### src/rtl/toggle_sw_pkg.sv
package toggle_sw_pkg;

    // Control states of the press qualifier
    typedef enum logic [1:0] {
        TSW_IDLE    = 2'd0,
        TSW_CONFIRM = 2'd1,
        TSW_HOLDOFF = 2'd2
    } tsw_state_e;

    // Registered outputs travel together
    typedef struct packed {
        logic on;
        logic pulse;
    } tsw_out_t;

    localparam tsw_out_t TSW_OUT_RESET = '{on: 1'b0, pulse: 1'b0};

    function automatic int unsigned tsw_max(input int unsigned a, input int unsigned b);
        return (a > b) ? a : b;
    endfunction

    // Bits needed to hold values 0..limit, never below one
    function automatic int unsigned tsw_cnt_width(input int unsigned limit);
        int unsigned w;
        w = $clog2(limit + 1);
        return (w < 1) ? 1 : w;
    endfunction

endpackage

### src/rtl/tsw_sync.sv
module tsw_sync #(
    parameter int unsigned STAGES    = 2,
    parameter logic        RESET_VAL = 1'b1
) (
    input  logic clk,
    input  logic rst,
    input  logic d,
    output logic q
);
    localparam int unsigned N = (STAGES < 1) ? 1 : STAGES;

    logic [N-1:0] chain;

    generate
        for (genvar i = 0; i < N; i++) begin : g_stage
            if (i == 0) begin : g_first
                always_ff @(posedge clk) begin
                    if (rst) chain[0] <= RESET_VAL;
                    else     chain[0] <= d;
                end
            end else begin : g_next
                always_ff @(posedge clk) begin
                    if (rst) chain[i] <= RESET_VAL;
                    else     chain[i] <= chain[i-1];
                end
            end
        end
    endgenerate

    assign q = chain[N-1];
endmodule

### src/rtl/tsw_interval_timer.sv
module tsw_interval_timer #(
    parameter int unsigned W = 8
) (
    input  logic         clk,
    input  logic         rst,
    input  logic         clear,
    input  logic         step,
    input  logic [W-1:0] limit,
    output logic         expire
);
    logic [W-1:0] cnt;
    logic [W:0]   next_cnt;

    assign next_cnt = {1'b0, cnt} + {{W{1'b0}}, 1'b1};
    // Asserted on the step that brings the count up to the limit
    assign expire   = step && (next_cnt == {1'b0, limit});

    always_ff @(posedge clk) begin
        if (rst || clear) cnt <= '0;
        else if (step)    cnt <= next_cnt[W-1:0];
    end
endmodule

### src/rtl/tsw_fsm.sv
module tsw_fsm
    import toggle_sw_pkg::*;
#(
    parameter int unsigned W             = 8,
    parameter int unsigned CONFIRM_TICKS = 3,
    parameter int unsigned BLOCK_TICKS   = 6
) (
    input  logic         clk,
    input  logic         rst,
    input  logic         tick,
    input  logic         pressed,
    input  logic         expire,
    output logic         timer_clear,
    output logic         timer_step,
    output logic [W-1:0] timer_limit,
    output tsw_out_t     out
);
    localparam logic [W-1:0] LIM_CONFIRM = W'(tsw_max(CONFIRM_TICKS, 1));
    localparam logic [W-1:0] LIM_BLOCK   = W'(tsw_max(BLOCK_TICKS, 1));

    tsw_state_e state, state_nx;
    tsw_out_t   out_nx;

    always_comb begin
        state_nx  = state;
        out_nx    = '{on: out.on, pulse: 1'b0};
        unique case (state)
            TSW_IDLE: begin
                if (tick && pressed) state_nx = TSW_CONFIRM;
            end
            TSW_CONFIRM: begin
                if (expire) begin
                    if (pressed) begin
                        state_nx     = TSW_HOLDOFF;
                        out_nx.on    = !out.on;
                        out_nx.pulse = 1'b1;
                    end else begin
                        state_nx = TSW_IDLE;
                    end
                end
            end
            TSW_HOLDOFF: begin
                if (expire) state_nx = TSW_IDLE;
            end
            default: state_nx = TSW_IDLE;
        endcase
    end

    assign timer_step  = tick && (state != TSW_IDLE);
    assign timer_clear = (state == TSW_IDLE) || expire;
    assign timer_limit = (state == TSW_HOLDOFF) ? LIM_BLOCK : LIM_CONFIRM;

    always_ff @(posedge clk) begin
        if (rst) begin
            state <= TSW_IDLE;
            out   <= TSW_OUT_RESET;
        end else begin
            state <= state_nx;
            out   <= out_nx;
        end
    end
endmodule

### src/rtl/toggle_switch_ctrl.sv
module toggle_switch_ctrl
    import toggle_sw_pkg::*;
#(
    parameter int unsigned SYNC_STAGES   = 2,
    parameter int unsigned CONFIRM_TICKS = 100,
    parameter int unsigned BLOCK_TICKS   = 1000
) (
    input  logic clk,
    input  logic rst,
    input  logic tick,
    input  logic btn_n,
    output logic sw_on,
    output logic press_event
);
    localparam int unsigned CNT_W = tsw_cnt_width(tsw_max(CONFIRM_TICKS, BLOCK_TICKS));

    logic             btn_n_s;
    logic             pressed_s;
    logic             t_clear;
    logic             t_step;
    logic             t_expire;
    logic [CNT_W-1:0] t_limit;
    tsw_out_t         fsm_out;

    tsw_sync #(.STAGES(SYNC_STAGES), .RESET_VAL(1'b1)) u_sync (
        .clk (clk),
        .rst (rst),
        .d   (btn_n),
        .q   (btn_n_s)
    );

    assign pressed_s = !btn_n_s;

    tsw_interval_timer #(.W(CNT_W)) u_timer (
        .clk    (clk),
        .rst    (rst),
        .clear  (t_clear),
        .step   (t_step),
        .limit  (t_limit),
        .expire (t_expire)
    );

    tsw_fsm #(
        .W             (CNT_W),
        .CONFIRM_TICKS (CONFIRM_TICKS),
        .BLOCK_TICKS   (BLOCK_TICKS)
    ) u_fsm (
        .clk         (clk),
        .rst         (rst),
        .tick        (tick),
        .pressed     (pressed_s),
        .expire      (t_expire),
        .timer_clear (t_clear),
        .timer_step  (t_step),
        .timer_limit (t_limit),
        .out         (fsm_out)
    );

    assign sw_on       = fsm_out.on;
    assign press_event = fsm_out.pulse;
endmodule

### config.mk
export PLATFORM = sky130hd
export DESIGN_NAME = toggle_switch_ctrl
export DESIGN_NICKNAME = d
export VERILOG_FILES = /design/src/rtl/toggle_sw_pkg.sv /design/src/rtl/tsw_sync.sv /design/src/rtl/tsw_interval_timer.sv /design/src/rtl/tsw_fsm.sv /design/src/rtl/toggle_switch_ctrl.sv
export SDC_FILE = /design/constraint.sdc
export NUM_CORES = 1
export LEC_CHECK = 0
export BUFFER_PORTS_ARGS = -buffer_cell sky130_fd_sc_hd__buf_2
export CAP_MARGIN = 20
export CORE_ASPECT_RATIO = 1.1
export CORE_UTILIZATION = 35
export CTS_BUF_LIST = sky130_fd_sc_hd__clkbuf_8 sky130_fd_sc_hd__clkbuf_16
export DETAILED_ROUTE_END_ITERATION = 16
export MAX_ROUTING_LAYER = met4
export PLACE_DENSITY_LB_ADDON = 0.3
export SLEW_MARGIN = 10
export SYNTH_ARGS = -nofsm -noshare
export SYNTH_HDL_FRONTEND = slang
export SYNTH_SLANG_ARGS = --single-unit
export TNS_END_PERCENT = 30
### constraint.sdc
create_clock -name clk -period 3.95 [get_ports clk]
set_input_delay 0.5925 -clock clk [delete_from_list [all_inputs] [get_ports clk]]
set_output_delay 0.5925 -clock clk [all_outputs]
set_load 0.02 [all_outputs]
==> results_dict.tcl, run 1 <==
set metrics [dict create \
    run_status "finished clean" \
    vias 847 \
    clkSinkCount 16 \
    yosys_warnings 0 \
    grt_antenna_before_repair 0 \
    post_synth.cell_area_avg_um2 8.67 \
    p_clk_frac 0.408 \
    synth_area_leaders "dfxtp_1, nor2_1, xor2_1" \
    slew_headroom 0.732 \
    required_ns 4.08 \
    ctsHtreeMaxLevel 1 \
    maxSlewViolCount 0 \
    path_class "reg -> reg" \
    power_density_nw_per_um2 269 \
    grt_max_degree 13 \
    ys_ff_latch 16 \
    wl_per_cell_um 12.4 \
    synth_area_um2 1030 \
    dieWidth_um 53.8 \
    die_area_um2 3170 \
    cp_max_fo 12 \
    synth_top_area_cell "dfxtp_1" \
    ioPinCount 6 \
    hold_path_class "reg -> reg" \
    ys_types 44 \
    combPwrFrac 0.025 \
    p_leak_uw 0.000362 \
    wirelength_um 1910 \
    start_kind "flop" \
    clk_pin_slew_ns 0.05 \
    antennaDiodeCount 0 \
    final_layout_size_suffix_gt1_frac 0.140 \
    port_buffers 5 \
    rsz0062_at_grt "no" \
    worstMarginPinSlew_ns 0.399 \
    power_frac_seq 0.566 \
    tns_ns 0 \
    p_sw_frac 0.192 \
    cts_tree "yes" \
    clockBufferDepth 2 \
    cts_setup_buffers 0 \
    synth_top_area_share 0.310 \
    intPower_uw 234 \
    cap_violations 0 \
    synthCells 119 \
    grt_first_pass_wirelength_um 3130 \
    hpwlAfterDp_um 1460 \
    vdd_drop_max_mv 0.184 \
    synth_edf_count 0 \
    fin_crit_ns 2.47 \
    synthArstFlopShare 0 \
    die_y_um 59.0 \
    drt-initial-drc-count 28 \
    hold_viol 0 \
    holdBufCountCts 0 \
    power_uw 290 \
    overflow 0 \
    setup_viol 0 \
    ys.flop_type "dfxtp_1" \
    viasPerCell 5.50 \
    critPathArrivalTime_ns 2.60 \
    clk_latency_ns 0.25 \
    drc 0 \
    nets 129 \
    place.gp.congestion 0.784 \
    fin_skew_ns 0.00107 \
    syn_to_final_growth_pct 4.61 \
    cts_resized 0 \
    drt_pass1_iterations 4 \
    core_um2 2780 \
    switchingPower_uw 55.8 \
    fin_crit_sh 0.626 \
    track_usage 0.141 \
    synth_nets 125 \
    cts_root_buf "clkbuf_8" \
    worstSetupEndpointType "flop" \
    antenna_left 0 \
    ys_seq_area_frac 0.310 \
    fmax_mhz 405 \
    row_count 20 \
    initial_core_util 0.372 \
    grt_pass1_vias 735 \
    cts-buffers-inserted 3 \
]
==> final cells by class <==
| type | instances | area [µm²] |
|---|---|---|
| inverters | 1 | 3.75 |
| fillers | 275 | 1700 |
| clock buffers | 3 | 41.3 |
| multi-input cells | 96 | 648 |
| well taps | 33 | 41.3 |
| repair buffers | 5 | 25.0 |
| flip-flops and latches | 16 | 320 |
==> final timing paths <==
path	startpoint	to	slack (ns)	cells after the start
max	u_timer.cnt[0]	u_timer.cnt[8]	1.48	7
min	u_sync.chain[0]	u_sync.q	0.42	1
max reg2reg	u_timer.cnt[0]	u_timer.cnt[8]	1.48	7
min reg2reg	u_sync.chain[0]	u_sync.q	0.42	1
==> kinds of logic after synthesis <==
kind of cell               share of synthesized area
and+or+nand+nor                                0.313
AOI/OAI and AO/OA                              0.168
DFF                                            0.310
xor gates and xnor gates                       0.102
buffers and inverters                         0.0618
muxes                                         0.0206
adders and majority gates                     0.0242
==> flip-flops by register name, summed over array words and instances, names as in the netlist <==
register,flops
u_fsm.state,2
u_timer.cnt,10
u_fsm.out,2
u_sync.q,1
u_sync.chain,1
==> stage by stage <==
step / std cells / worst slack, ns / cell area [µm²] / util / hold WS, ns
final: 154 / 1.48 / 1080 / 0.389 / 0.418
after global routing: 154 / 1.27 / 1080 / 0.389 / 0.423
after CTS: 154 / 1.51 / 1080 / 0.389 / 0.418
after detailed placement: 151 / 1.52 / 1040 / 0.374 / 0.404
after global placement: 151 / 1.60 / 1040 / 0.374 / 0.391
after floorplan: 119 / 1.91 / 1030 / - / 0.389
==> layer usage <==
metal	vias to the layer above	track usage	share of wire
li1	427	-	-
met1	403	0.162	0.46
met2	13	0.231	0.50
met3	4	0.0233	0.024
met4	0	0.0677	0.019
met5	-	-	0
==> cells in the mapped netlist (3+ instances only) <==
cell type and number:
dfxtp_1 16, buf_6 3, a21oi_1 5, or2_2 3, xnor2_1 5, xor2_1 7
o21ai_0 4, and3_1 3, nor2_1 18, nand3_1 7, nor2b_1 4, nand2_1 7
==> cells in the final DEF, fill, tap and decap left out, types with 2 or more instances in the layout <==
cell type  netlist  routed
xor2_1           7       7
a21oi_1          5       5
ha_1             2       2
nor4b_1          2       2
nand2_1          7       7
nand3_1          7       7
o21ai_0          4       4
buf_2            1       5
nand4_1          2       2
nor2b_1          4       4
dfxtp_1         16      16
and3_1           3       3
xnor2_1          5       5
o21bai_1         2       2
clkbuf_8         1       3
or2_2            3       3
nor2_1          18      18
o21a_1           2       2
==> power groups by stage <==
stage	Combinational [µW]	Sequential [µW]	Clock, µW
after floorplan	5.79	167	0
after global placement	7.13	168	0
after detailed placement	7.31	168	0
after CTS	7.38	164	123
after global routing	7.94	164	129
final	7.33	164	118
==> worst max-delay path, stage by stage, from the launching register on <==
cell and delay (ns):
dfxtp_1 0.48, ha_1 0.45, nand3_1 0.17, or2_2 0.30, o221ai_1 0.29, o21a_1 0.20, a31o_1 0.36, nor2_1 0.09
No activity file was read; power rests on OpenSTA's default activity.
==> inputs of run 2 (changes only) <==
--- a/config.mk
+++ b/config.mk
@@ -5,6 +5,7 @@
 export SDC_FILE = /design/constraint.sdc
 export NUM_CORES = 1
 export LEC_CHECK = 0
+export ABC_AREA = 1
 export BUFFER_PORTS_ARGS = -buffer_cell sky130_fd_sc_hd__buf_2
 export CAP_MARGIN = 20
 export CORE_ASPECT_RATIO = 1.1
==> constraint.sdc (replaced) <==
create_clock -name clk -period 2.5 [get_ports clk]
set_input_delay 0.375 -clock clk [delete_from_list [all_inputs] [get_ports clk]]
set_output_delay 0.375 -clock clk [all_outputs]
set_load 0.02 [all_outputs]
==> run 2 against run 1 <==
Compared with the run above:
- utilization increased by 2.5 points
- area after synthesis decreased by 7.9%
- first-iteration DRC count increased by 43%
- sequential share of layout area increased by 0.78 points
- clock power increased by 56%
- largest power group unchanged
==> results_dict.tcl, run 2 <==
set metrics [dict create \
    worstSetupEndpointType "flop" \
    nets 165 \
    p_leak_uw 0.000462 \
    synthTopCellsByCount "nand2_1, nor2_1, inv_1" \
    cap_violations 0 \
    ff2ff_path_depth 12 \
    synth_nets 156 \
    ff_latch_area_um2 320 \
    synthCells 150 \
    worstPathCellList "ha_1, nand3_1, nor2_4, nand3_1, nand2_1, nand2_1, nand2_1, nand2_1, nor2_4, nor2_4, nand2_4, nor2_1" \
    grt_antenna_before_repair 0 \
    initial_core_util 0.374 \
    post_synth.cell_area_avg_um2 6.34 \
    maxSlewViolCount 0 \
    cts_resized 0 \
    required_ns 2.63 \
    slew_headroom 0.774 \
    cts_root_buf "clkbuf_8" \
    antennaDiodeCount 0 \
    path_depth 12 \
    ys_seq_area_frac 0.337 \
    hpwlAfterDp_um 1490 \
    yosysMostFrequentCell "nand2_1" \
    ys_ff_latch 16 \
    critical_path.top_delay_family "simple AND/OR/NAND/NOR gates" \
    drc 0 \
    nFillCells 260 \
    hold_path_class "in -> reg" \
    viasPerCell 4.82 \
    critPathArrivalTime_ns 2.01 \
    clkSinkCount 16 \
    min_from "btn_n" \
    final_layout_size_suffix_gt1_frac 0.134 \
    clockBufferDepth 2 \
    multiInputGateArea_um2 552 \
    wl_per_cell_um 9.87 \
    overflow 0 \
    fmax_mhz 532 \
    yosys_warnings 0 \
    layout.cells.most_common "nand2_1" \
    port_buffers 5 \
    clk_pin_slew_ns 0.06 \
    hold_viol 0 \
    crit_start "u_timer.cnt[0]" \
    start_kind "flop" \
    r2r_start "u_timer.cnt[0]" \
    dp_cells 185 \
    antenna_left 0 \
    worstMarginPinSlew_ns 0.336 \
    crit_buf_inv 0 \
    critical_path.max_stage_delay_ns 0.41 \
    grt_max_degree 14 \
    fin_crit_ns 1.88 \
    grt_pass1_vias 841 \
    finalNonFillerCells 188 \
    place.gp.congestion 0.875 \
    power_uw 461 \
    die_area_um2 2930 \
    synth_top_area_cell "dfxtp_1" \
    synth_area_um2 951 \
    ctsHtreeMaxLevel 1 \
    path_common_cell "nand2_1" \
    cts_setup_buffers 0 \
    fin_crit_sh 0.752 \
    vias 907 \
    track_usage 0.161 \
    dieWidth_um 51.7 \
    setup_viol 0 \
    top_register "u_timer.cnt" \
    cp_max_fo 10 \
    holdBufCountCts 0 \
    core_um2 2540 \
    synth_area_leaders "dfxtp_1, nand2_1, nor2_1" \
    ys_types 23 \
    vdd_drop_max_mv 0.419 \
    row_count 19 \
    path_class "reg -> reg" \
    hold_slack_ns 0.312 \
    die_y_um 56.7 \
    synth_top_area_share 0.337 \
    layout_common_cells "nand2_1, nor2_1, inv_1" \
    largest_register_ffs 10 \
    wirelength_um 1860 \
    grt_first_pass_wirelength_um 3440 \
    ioPinCount 6 \
    cts-buffers-inserted 3 \
    reg.largest.list "u_timer.cnt: 10 flops, u_fsm.out: 2 flops, u_fsm.state: 2 flops" \
    synth_edf_count 0 \
    drt_pass1_iterations 4 \
    tns_ns 0 \
    cts_tree "yes" \
    fin_skew_ns 0.00179 \
    run_status "finished clean" \
    cp_slowest_cell "dfxtp_1" \
    clk_latency_ns 0.24 \
    synthArstFlopShare 0 \
    power_density_nw_per_um2 438 \
    drt-initial-drc-count 40 \
    ys.flop_type "dfxtp_1" \
    min_path_cells 2 \
    syn_to_final_growth_pct 10.7 \
    rsz0062_at_grt "no" \
]
## run 2: cell types whose count changed after synthesis, moves of 4 or more
cell	before	now
inv_1	1	18
nand2_1	7	48
nand3_1	7	13
nor2_1	18	22
nor2b_1	4	0
o21ai_0	4	10
xnor2_1	5	1
xor2_1	7	0
## run 2: cells by family (layout without fill, tap and decap cells)
family	after synthesis	count (layout)	share of synthesized area
flip-flops	16	16	0.337
XOR/XNOR	1	1	0.00921
adder cells (fa/ha/maj)	2	2	0.0263
AO/OA/AOI/OAI	14	14	0.0790
AND/OR/NAND/NOR	97	97	0.466
buffers and inverters	20	27	0.0829
## run 2: final timing paths
check                    endpoint  slack, ns
hold / removal    u_sync.chain[0]       0.31
setup / recovery   u_timer.cnt[8]       0.62
setup reg to reg   u_timer.cnt[8]       0.62
hold reg to reg          u_sync.q       0.44
## run 2: per-stage QoR
stage | worst slack [ns] | util | area [µm²]
after floorplan | 0.834 | - | 951
after CTS | 0.597 | 0.414 | 1050
final | 0.620 | 0.414 | 1050
after global routing | 0.392 | 0.414 | 1050
after detailed placement | 0.616 | 0.397 | 1010
after global placement | 0.655 | 0.397 | 1010
## run 2: worst reg2reg max path: cells and delay by family (launching register included)
kind          cells  cell delay, ns
fa+ha+maj         1            0.26
simple gates     11            1.10
flops             1            0.41
## run 2: report_power, final
part           leakage [µW]  total, µW  internal (µW)  switching [µW]
sequential         0.000129        259            258            1.52
combinational      0.000312       18.4           7.52            10.9
clock             0.0000216        184            106            77.4
## run 2: layer usage
layer	up-vias	wire (µm)	track usage
met3	7	60	0.0190
met1	392	835	0.192
met4	0	59	0.0888
met2	26	899	0.260
li1	482	-	-
met5	-	0	-
## run 2: cell type report
cell class / instances / share of cell area
Timing Repair Buffer: 6 / 0.0309
Sequential cell: 16 / 0.304
Inverter: 18 / 0.0642
Multi-Input combinational cell: 114 / 0.524
Tap cell: 31 / 0.0369
Clock buffer: 3 / 0.0392
